**src/rtl/frz_pkg.sv**
```systemverilog
package frz_pkg;
  localparam int INSN_W    = 32;
  localparam int REG_FLD_W = 5;
  localparam int IMM_W     = 16;
  localparam int JT_W      = 26;

  localparam logic [5:0] OPC_REGOP = 6'h00;
  localparam logic [5:0] OPC_JUMP  = 6'h02;
  localparam logic [5:0] OPC_BREQ  = 6'h04;
  localparam logic [5:0] OPC_BRNE  = 6'h05;
  localparam logic [5:0] OPC_ADDI  = 6'h08;
  localparam logic [5:0] OPC_ORI   = 6'h0D;
  localparam logic [5:0] OPC_LOAD  = 6'h23;
  localparam logic [5:0] OPC_STORE = 6'h2B;

  localparam logic [5:0] FN_ADD = 6'h20;
  localparam logic [5:0] FN_SUB = 6'h22;
  localparam logic [5:0] FN_AND = 6'h24;
  localparam logic [5:0] FN_OR  = 6'h25;
  localparam logic [5:0] FN_SLT = 6'h2A;

  typedef enum logic [2:0] {
    ALU_ADD, ALU_SUB, ALU_AND, ALU_OR, ALU_SLT
  } alu_op_e;

  typedef enum logic [1:0] {
    BR_NONE, BR_EQ, BR_NE, BR_JMP
  } br_e;

  typedef struct packed {
    logic                 wen;
    logic [REG_FLD_W-1:0] dst;
    alu_op_e              op;
    logic                 use_imm;
    logic                 ld;
    logic                 st;
  } ctl_t;
endpackage

```
**src/rtl/frz_decode.sv**
```systemverilog
module frz_decode
  import frz_pkg::*;
(
  input  logic [INSN_W-1:0]    insn,
  output ctl_t                 ctl,
  output br_e                  br,
  output logic [REG_FLD_W-1:0] rs,
  output logic [REG_FLD_W-1:0] rt,
  output logic [IMM_W-1:0]     imm,
  output logic [JT_W-1:0]      jtgt
);
  logic [5:0]           opc;
  logic [5:0]           fn;
  logic [4:0]           shamt;
  logic [REG_FLD_W-1:0] rd;

  assign opc   = insn[31:26];
  assign rs    = insn[25:21];
  assign rt    = insn[20:16];
  assign rd    = insn[15:11];
  assign shamt = insn[10:6];
  assign fn    = insn[5:0];
  assign imm   = insn[15:0];
  assign jtgt  = insn[25:0];

  always_comb begin
    ctl    = '0;
    ctl.op = ALU_ADD;
    br     = BR_NONE;
    unique case (opc)
      OPC_REGOP: begin
        ctl.dst = rd;
        if (shamt == '0) begin
          unique case (fn)
            FN_ADD:  begin ctl.wen = 1'b1; ctl.op = ALU_ADD; end
            FN_SUB:  begin ctl.wen = 1'b1; ctl.op = ALU_SUB; end
            FN_AND:  begin ctl.wen = 1'b1; ctl.op = ALU_AND; end
            FN_OR:   begin ctl.wen = 1'b1; ctl.op = ALU_OR;  end
            FN_SLT:  begin ctl.wen = 1'b1; ctl.op = ALU_SLT; end
            default: ctl.wen = 1'b0;
          endcase
        end
      end
      OPC_ADDI:  begin ctl.wen = 1'b1; ctl.dst = rt; ctl.use_imm = 1'b1; end
      OPC_ORI:   begin ctl.wen = 1'b1; ctl.dst = rt; ctl.use_imm = 1'b1; ctl.op = ALU_OR; end
      OPC_LOAD:  begin ctl.wen = 1'b1; ctl.dst = rt; ctl.use_imm = 1'b1; ctl.ld = 1'b1; end
      OPC_STORE: begin ctl.use_imm = 1'b1; ctl.st = 1'b1; end
      OPC_BREQ:  br = BR_EQ;
      OPC_BRNE:  br = BR_NE;
      OPC_JUMP:  br = BR_JMP;
      default:   ctl.wen = 1'b0;
    endcase
    if (ctl.dst == '0) ctl.wen = 1'b0;
  end
endmodule

```
**src/rtl/frz_alu.sv**
```systemverilog
module frz_alu
  import frz_pkg::*;
#(
  parameter int W = 32
) (
  input  alu_op_e      op,
  input  logic [W-1:0] a,
  input  logic [W-1:0] b,
  output logic [W-1:0] y
);
  always_comb begin
    unique case (op)
      ALU_ADD: y = a + b;
      ALU_SUB: y = a - b;
      ALU_AND: y = a & b;
      ALU_OR:  y = a | b;
      ALU_SLT: y = {{(W-1){1'b0}}, ($signed(a) < $signed(b))};
      default: y = '0;
    endcase
  end
endmodule

```
**src/rtl/frz_regfile.sv**
```systemverilog
module frz_regfile #(
  parameter int W    = 32,
  parameter int NREG = 32,
  localparam int AW  = $clog2(NREG)
) (
  input  logic          clk,
  input  logic          rst,
  input  logic          we,
  input  logic [AW-1:0] wa,
  input  logic [W-1:0]  wd,
  input  logic [AW-1:0] ra_a,
  input  logic [AW-1:0] ra_b,
  output logic [W-1:0]  rd_a,
  output logic [W-1:0]  rd_b
);
  logic [W-1:0] mem [NREG];

  always_ff @(posedge clk) begin
    if (we && wa != '0) mem[wa] <= wd;
  end

  assign rd_a = (ra_a == '0) ? '0 : mem[ra_a];
  assign rd_b = (ra_b == '0) ? '0 : mem[ra_b];

  // a committed write is seen on the next read of that register
  a_r2_write_lands: assert property (@(posedge clk) disable iff (rst)
    (we && wa != '0) |=> ((ra_a != $past(wa)) || (rd_a == $past(wd))));
endmodule

```
**src/rtl/frz_pipe_core.sv**
```systemverilog
module frz_pipe_core
  import frz_pkg::*;
#(
  parameter int              XLEN     = 32,
  parameter int              NREG     = 32,
  parameter logic [XLEN-1:0] RESET_PC = '0
) (
  input  logic                 clk,
  input  logic                 rst,
  output logic [XLEN-1:0]      imem_addr,
  input  logic [INSN_W-1:0]    imem_rdata,
  input  logic                 imem_wait,
  output logic [XLEN-1:0]      dmem_addr,
  output logic [XLEN-1:0]      dmem_wdata,
  output logic                 dmem_we,
  output logic                 dmem_re,
  input  logic [XLEN-1:0]      dmem_rdata,
  input  logic                 dmem_wait,
  input  logic                 wbuf_busy,
  output logic                 wb_en,
  output logic [REG_FLD_W-1:0] wb_reg,
  output logic [XLEN-1:0]      wb_data
);
  localparam logic [XLEN-1:0] STEP = XLEN'(4);

  logic freeze;
  assign freeze = imem_wait | dmem_wait | wbuf_busy;

  // fetch
  logic [XLEN-1:0] pc_q;
  // fetch -> decode
  logic              fd_valid;
  logic [INSN_W-1:0] fd_insn;
  logic [XLEN-1:0]   fd_pc4;
  // decode -> execute
  logic            de_valid;
  ctl_t            de_ctl;
  logic [XLEN-1:0] de_a, de_b, de_imm;
  // execute -> memory
  logic                 em_valid, em_wen, em_ld, em_st;
  logic [REG_FLD_W-1:0] em_dst;
  logic [XLEN-1:0]      em_res, em_sd;
  // memory -> writeback
  logic                 mw_wen;
  logic [REG_FLD_W-1:0] mw_dst;
  logic [XLEN-1:0]      mw_data;

  // decode stage
  ctl_t                 dec_ctl;
  br_e                  dec_br;
  logic [REG_FLD_W-1:0] dec_rs, dec_rt;
  logic [IMM_W-1:0]     dec_imm;
  logic [JT_W-1:0]      dec_jt;
  logic [XLEN-1:0]      rs_val, rt_val, imm_x, br_tgt;
  logic                 take;

  frz_decode u_dec (
    .insn (fd_insn),
    .ctl  (dec_ctl),
    .br   (dec_br),
    .rs   (dec_rs),
    .rt   (dec_rt),
    .imm  (dec_imm),
    .jtgt (dec_jt)
  );

  frz_regfile #(.W(XLEN), .NREG(NREG)) u_rf (
    .clk  (clk),
    .rst  (rst),
    .we   (mw_wen & ~freeze),
    .wa   (mw_dst),
    .wd   (mw_data),
    .ra_a (dec_rs),
    .ra_b (dec_rt),
    .rd_a (rs_val),
    .rd_b (rt_val)
  );

  assign imm_x = {{(XLEN-IMM_W){dec_imm[IMM_W-1]}}, dec_imm};

  always_comb begin
    unique case (dec_br)
      BR_EQ:   take = (rs_val == rt_val);
      BR_NE:   take = (rs_val != rt_val);
      BR_JMP:  take = 1'b1;
      default: take = 1'b0;
    endcase
    if (!fd_valid) take = 1'b0;
    if (dec_br == BR_JMP) br_tgt = {fd_pc4[XLEN-1:JT_W+2], dec_jt, 2'b00};
    else                  br_tgt = fd_pc4 + (imm_x << 2);
  end

  // execute stage
  logic [XLEN-1:0] ex_y;
  frz_alu #(.W(XLEN)) u_alu (
    .op (de_ctl.op),
    .a  (de_a),
    .b  (de_ctl.use_imm ? de_imm : de_b),
    .y  (ex_y)
  );

  always_ff @(posedge clk) begin
    if (rst) begin
      pc_q     <= RESET_PC;
      fd_valid <= 1'b0;
      fd_insn  <= '0;
      fd_pc4   <= '0;
      de_valid <= 1'b0;
      de_ctl   <= '0;
      de_a     <= '0;
      de_b     <= '0;
      de_imm   <= '0;
      em_valid <= 1'b0;
      em_wen   <= 1'b0;
      em_ld    <= 1'b0;
      em_st    <= 1'b0;
      em_dst   <= '0;
      em_res   <= '0;
      em_sd    <= '0;
      mw_wen   <= 1'b0;
      mw_dst   <= '0;
      mw_data  <= '0;
    end else if (!freeze) begin
      pc_q     <= take ? br_tgt : pc_q + STEP;
      fd_valid <= 1'b1;
      fd_insn  <= imem_rdata;
      fd_pc4   <= pc_q + STEP;
      de_valid <= fd_valid;
      de_ctl   <= fd_valid ? dec_ctl : '0;
      de_a     <= rs_val;
      de_b     <= rt_val;
      de_imm   <= imm_x;
      em_valid <= de_valid;
      em_wen   <= de_valid & de_ctl.wen;
      em_ld    <= de_valid & de_ctl.ld;
      em_st    <= de_valid & de_ctl.st;
      em_dst   <= de_ctl.dst;
      em_res   <= ex_y;
      em_sd    <= de_b;
      mw_wen   <= em_valid & em_wen;
      mw_dst   <= em_dst;
      mw_data  <= em_ld ? dmem_rdata : em_res;
    end
  end

  assign imem_addr  = pc_q;
  assign dmem_addr  = em_res;
  assign dmem_wdata = em_sd;
  assign dmem_we    = em_st;
  assign dmem_re    = em_ld;
  assign wb_en      = mw_wen;
  assign wb_reg     = mw_dst;
  assign wb_data    = mw_data;

  // a freeze holds fetch and writeback state
  a_r10_freeze_pc: assert property (@(posedge clk) disable iff (rst)
    freeze |=> (pc_q == $past(pc_q)));
  a_r10_freeze_wb: assert property (@(posedge clk) disable iff (rst)
    freeze |=> ($stable(wb_en) && $stable(wb_data) && $stable(wb_reg)));
  // a resolved transfer redirects fetch at the next open edge
  a_r6_redirect: assert property (@(posedge clk) disable iff (rst)
    (take && !freeze) |=> (pc_q == $past(br_tgt)));
  // an occupied execute stage moves on to memory when not frozen
  a_r1_advance: assert property (@(posedge clk) disable iff (rst)
    (de_valid && !freeze) |=> em_valid);
  // one data access at a time
  a_r5_single_access: assert property (@(posedge clk) disable iff (rst)
    !(dmem_we && dmem_re));
  // the pipeline comes out of reset empty
  a_r11_empty_after_reset: assert property (@(posedge clk) disable iff (rst)
    $past(rst) |-> (!wb_en && !dmem_we && !dmem_re));
endmodule

```
**config.mk**
```make
export PLATFORM = sky130hd
export DESIGN_NAME = frz_pipe_core
export DESIGN_NICKNAME = d
export VERILOG_FILES = /design/src/rtl/frz_pkg.sv /design/src/rtl/frz_decode.sv /design/src/rtl/frz_alu.sv /design/src/rtl/frz_regfile.sv /design/src/rtl/frz_pipe_core.sv
export SDC_FILE = /design/constraint.sdc
export NUM_CORES = 2
export LEC_CHECK = 0
export CAP_MARGIN = 30
export CORE_MARGIN = 1
export CORE_UTILIZATION = 40
export CTS_BUF_LIST = sky130_fd_sc_hd__clkbuf_8
export CTS_CLUSTER_SIZE = 40
export DETAILED_ROUTE_END_ITERATION = 8
export DONT_BUFFER_PORTS = 1
export PLACE_DENSITY = 0.6
export SYNTH_ARGS = -nofsm -noshare
export SYNTH_HDL_FRONTEND = slang
export SYNTH_HIERARCHICAL = 1
export SYNTH_SLANG_ARGS = --single-unit
export TNS_END_PERCENT = 50
```
**constraint.sdc**
```tcl
create_clock -name clk -period 4.15 [get_ports clk]
set_input_delay 0.2075 -clock clk [delete_from_list [all_inputs] [get_ports clk]]
set_output_delay 0.2075 -clock clk [all_outputs]
set_load 0.03 [all_outputs]
```
==> impl_results.md <==
* Setup ws final at -0.419 ns
* Final nets at 6,399
* Placed cells at 7,619
* Final WL at 255 mm
* Pin count of the biggest net entering global routing at 289
* Met2 WL at 117 mm
* Status: complete, but fails checks
* Sw Share at 25.6%
* P_leak at 29.1 nW
* Core Region at 0.167 mm2
* Final Cell Area at 0.0854 mm2
* CP Capture Type: flip-flop
* Worst path bufs/invs at 11
* Worst path most repeated cell: buf_4
* CTS buffer count at 218
* Top_reg_cell synth: edfxtp_1
* Worst Path Class, Setup: flip-flop to flip-flop
* I/O Buffers at 0
* Final Hold Viols at 53
* Sequential share of power at 48.9%
* Worst hold margin at -0.685 ns
* # setup viols final at 32
* Synth cell types at 101
* Die height at 413 um
* Logic pwr share at 9.7%
* Finished Layout Cells at 8,589
* Core Util, Final at 51.0%
* Storage cell area at 0.0368 mm2
* Top reg by flops: u_rf/mem
* GRT Overall Usage at 29.3%
* Wire per inst at 29.7 um
* DR WL met3 at 27.5 mm
* Remaining Overflow, GRT at 0
* CP max-delay cell: mux4_2
* Critical path peak fanout at 11
* Pre-antenna DRT Iters at 6
* Setup_tns at -11.42 ns
* Register area share after synthesis at 54.4%
* DP Area at 0.0743 mm2
* Fill count at 14,200
* Via-per-instance ratio at 6.10
* Share of cells above drive strength 1 at 25.1%
* Longest Clk Path Bufs at 3
* Failing checks: hold timing, setup timing
* Int Power at 21.9 mW
* Stages on the worst setup path at 22
* TritonCTS clock tree: yes
* Relative slew margins at 33.0%
* Worst Reg-to-Reg Cells at 22
* Post-route ant nets at 0
* Max reg flops at 1,024
* Gpl congestion at 0.949
* CP Data Arrival Time at 5.52 ns
* YS warnings at 6
* Std-Cell Rows at 150
* Detail Placement HPWL at 165 mm
* Required time of the critical path at 5.10 ns
* Layout area overhead at 26.5%
* Worst Tran Pin Value at 1.00 ns
* Post-synth EDFFs at 1,024
* Post-Synthesis Cells at 5,197
* Power share of the clock group at 41.3%
* Power Total at 29.5 mW
* Crit path cell chain: buf_6 -> buf_12 -> buf_16 -> buf_4 -> mux4_2 -> a21oi_1 -> a211oi_1 -> buf_4 -> xnor2_1 -> buf_4 -> nand4_1 -> nor4_4 -> buf_4 -> a21bo_4 -> buf_4 -> a21oi_4 -> buf_12 -> buf_4 -> buf_4 -> o31ai_2 -> a22oi_1 -> nor2_1
* Final Critical Period at 4.57 ns
* Drt drc at 0
* VDD IR max at 0.256 mV
* Max_cap viols at 0
* Wl on met1 at 97.4 mm
* Synthesized flop and latch total at 1,325
* Initial DRC Count at 6,840
* RSZ-0062 raised after global routing: yes
* Vias at 52,400
* Max Clk Rate at 219 MHz
* Final Max Slew Viols at 0
* CTS root buf: clkbuf_8
* Crit path max-delay family: buffers and inverters
* Worst skew pair latency at 1.02 ns
* Initial antenna violation count at 5
* Initial Util at 40.4%
* Vias in the first global route at 51,400
* Switching pwr at 7.55 mW
* Worst setup SP type: flip-flop
* CTS Sinks at 1,325
* Crit path largest cell delay at 0.51 ns
* Multi-input logic area at 0.0290 mm2
* Worst hold path cell count at 1
* Worst Hold Class: primary input to flip-flop
* I/O pin count at 205
* Ys async rst share at 0%
* Worst-path clk slew at 0.07 ns
* Die Wd at 413 um
* Die area at 0.171 mm2
* Mean area per synthesized cell at 13.0 um2
* Clk_skew at 0.0796 ns
* Syn Std Cell Area at 0.0676 mm2
* CTS H-tree lvls at 4
* Power density over cell area at 345 mW/mm2
* Global-route wire length before repair at 362 mm
* DP Worst Slack at -1.24 ns
* Final worst path period share at 110%
* DR top layer: met5
-- what timing repair did --
item,CTS,global route
setup buffers,40,5
hold buffers,500,2
endpoints found under the hold margin,301,56
cloned,8,1
pin swaps,33,29
setup endpoints to repair,35,51
gates resized for setup,141,54
-- worst register-to-register path, stage by stage, from the launching register on --
cell and delay [ns]:
dfxtp_4 0.48, buf_6 0.16, buf_12 0.15, buf_16 0.15, buf_4 0.17, mux4_2 0.51
a21oi_1 0.24, a211oi_1 0.11, buf_4 0.15, xnor2_1 0.15, buf_4 0.16, nand4_1 0.30
nor4_4 0.42, buf_4 0.21, a21bo_4 0.14, buf_4 0.12, a21oi_4 0.05, buf_12 0.15
buf_4 0.15, buf_4 0.14, o31ai_2 0.19, a22oi_1 0.10, nor2_1 0.11
-- layout make-up --
type,instances,share of cell area (%)
Multi-Input combinational cell,3332,34.0
Sequential cell,1325,43.1
Inverter,125,0.551
Clock buffer,236,3.80
Timing Repair Buffer,1190,13.8
Antenna cell,2,0.00586
Clock inverter,175,1.55
Tap cell,2204,3.23
-- synthesized netlist by cell type (10+ instances only) --
master     instances  area (um2)
o221ai_1          66         578
nor2b_1           54         338
o21ai_0          172         861
and2_1            13        81.3
nand3_1           56         280
a311oi_1          36         315
or2_2             10        62.6
or3_1             13        81.3
buf_1             14        52.6
mux2_2            80         901
dfxtp_1          301        6030
mux2i_1          369        3690
nand4_1           61         382
buf_4            105         788
a221oi_1          38         333
xor2_1            27         236
edfxtp_1        1024       30700
nand2_1          584        2190
xnor2_1           77         674
o211ai_1          15         113
clkbuf_1         236         886
nor3_1            28         140
o21ai_1           18        90.1
buf_2             70         350
a221oi_2          19         285
nor4_1            12        75.1
nor2_1           204         766
o2111ai_1         11        96.3
nand2b_1          20         125
mux4_2           298        6710
mux4_1            54        1420
and3_1            20         125
buf_6             16         180
o21a_1            10        75.1
a211oi_1         144        1080
ha_1             135        1690
a21oi_1          381        1910
a22oi_1           72         541
a31oi_1           26         163
a21o_1            27         203
o31ai_1           10        75.1
inv_1            123         462
-- final timing paths --
kind | startpoint | endpoint | slack (ns)
hold / removal | rst | dmem_addr[10] | -0.69
setup reg to reg | fd_insn[16] | imem_addr[6] | -0.42
setup / recovery | fd_insn[16] | imem_addr[6] | -0.42
hold reg to reg | fd_pc4[0] | imem_addr[0] | 0.49
-- metal layers --
layer  GRT usage, %  vias to the layer above
met1           38.3                    26500
met5              0                        -
met2           46.0                     3088
met4           13.9                        4
li1               -                    22200
met3           6.88                      643
-- placed cells by master, fill, tap and decap left out, types with 23 or more instances in the layout --
master	count
nor3_1	27
clkbuf_8	236
nand4_1	61
clkinv_2	40
mux4_2	307
buf_6	29
nor2b_1	49
a211oi_1	121
o21ai_1	30
a221oi_2	25
conb_1	32
nor2_4	34
o221ai_1	66
edfxtp_1	1024
nand2_1	582
buf_12	92
mux4_1	45
inv_1	179
a22oi_1	66
nor2_1	170
buf_4	541
mux2i_1	369
xor2_1	27
mux2_2	72
xnor2_1	70
a21oi_1	377
nand3_1	55
dlygate4sd3_1	502
a311oi_1	27
dfxtp_1	282
clkinv_1	43
a31oi_1	23
a21o_1	27
o21ai_0	158
a221oi_1	27
ha_1	135
-- kinds of logic (layout without fill, tap and decap cells) --
| logic type | after synthesis | after routing | synth area share (%) |
|---|---|---|---|
| compound gates | 1135 | 1135 | 11.2 |
| xor+xnor | 104 | 104 | 1.35 |
| fa+ha+maj | 138 | 138 | 2.59 |
| buf+inv | 571 | 1726 | 4.13 |
| flops | 1325 | 1325 | 54.4 |
| mux | 801 | 801 | 18.8 |
| other cells | 1 | 34 | 0.00555 |
| simple gates | 1122 | 1122 | 7.46 |
-- power by group through the flow --
stage	Combinational (mW)	Sequential, mW	Clock, mW
after floorplan	1.26	14.8	0
after global placement	2.44	14.7	0
after detailed placement	2.45	14.7	0
after CTS	2.75	14.4	12.2
after global routing	2.97	14.4	12.8
final	2.86	14.4	12.2
Power figures use the tool's default switching activity.
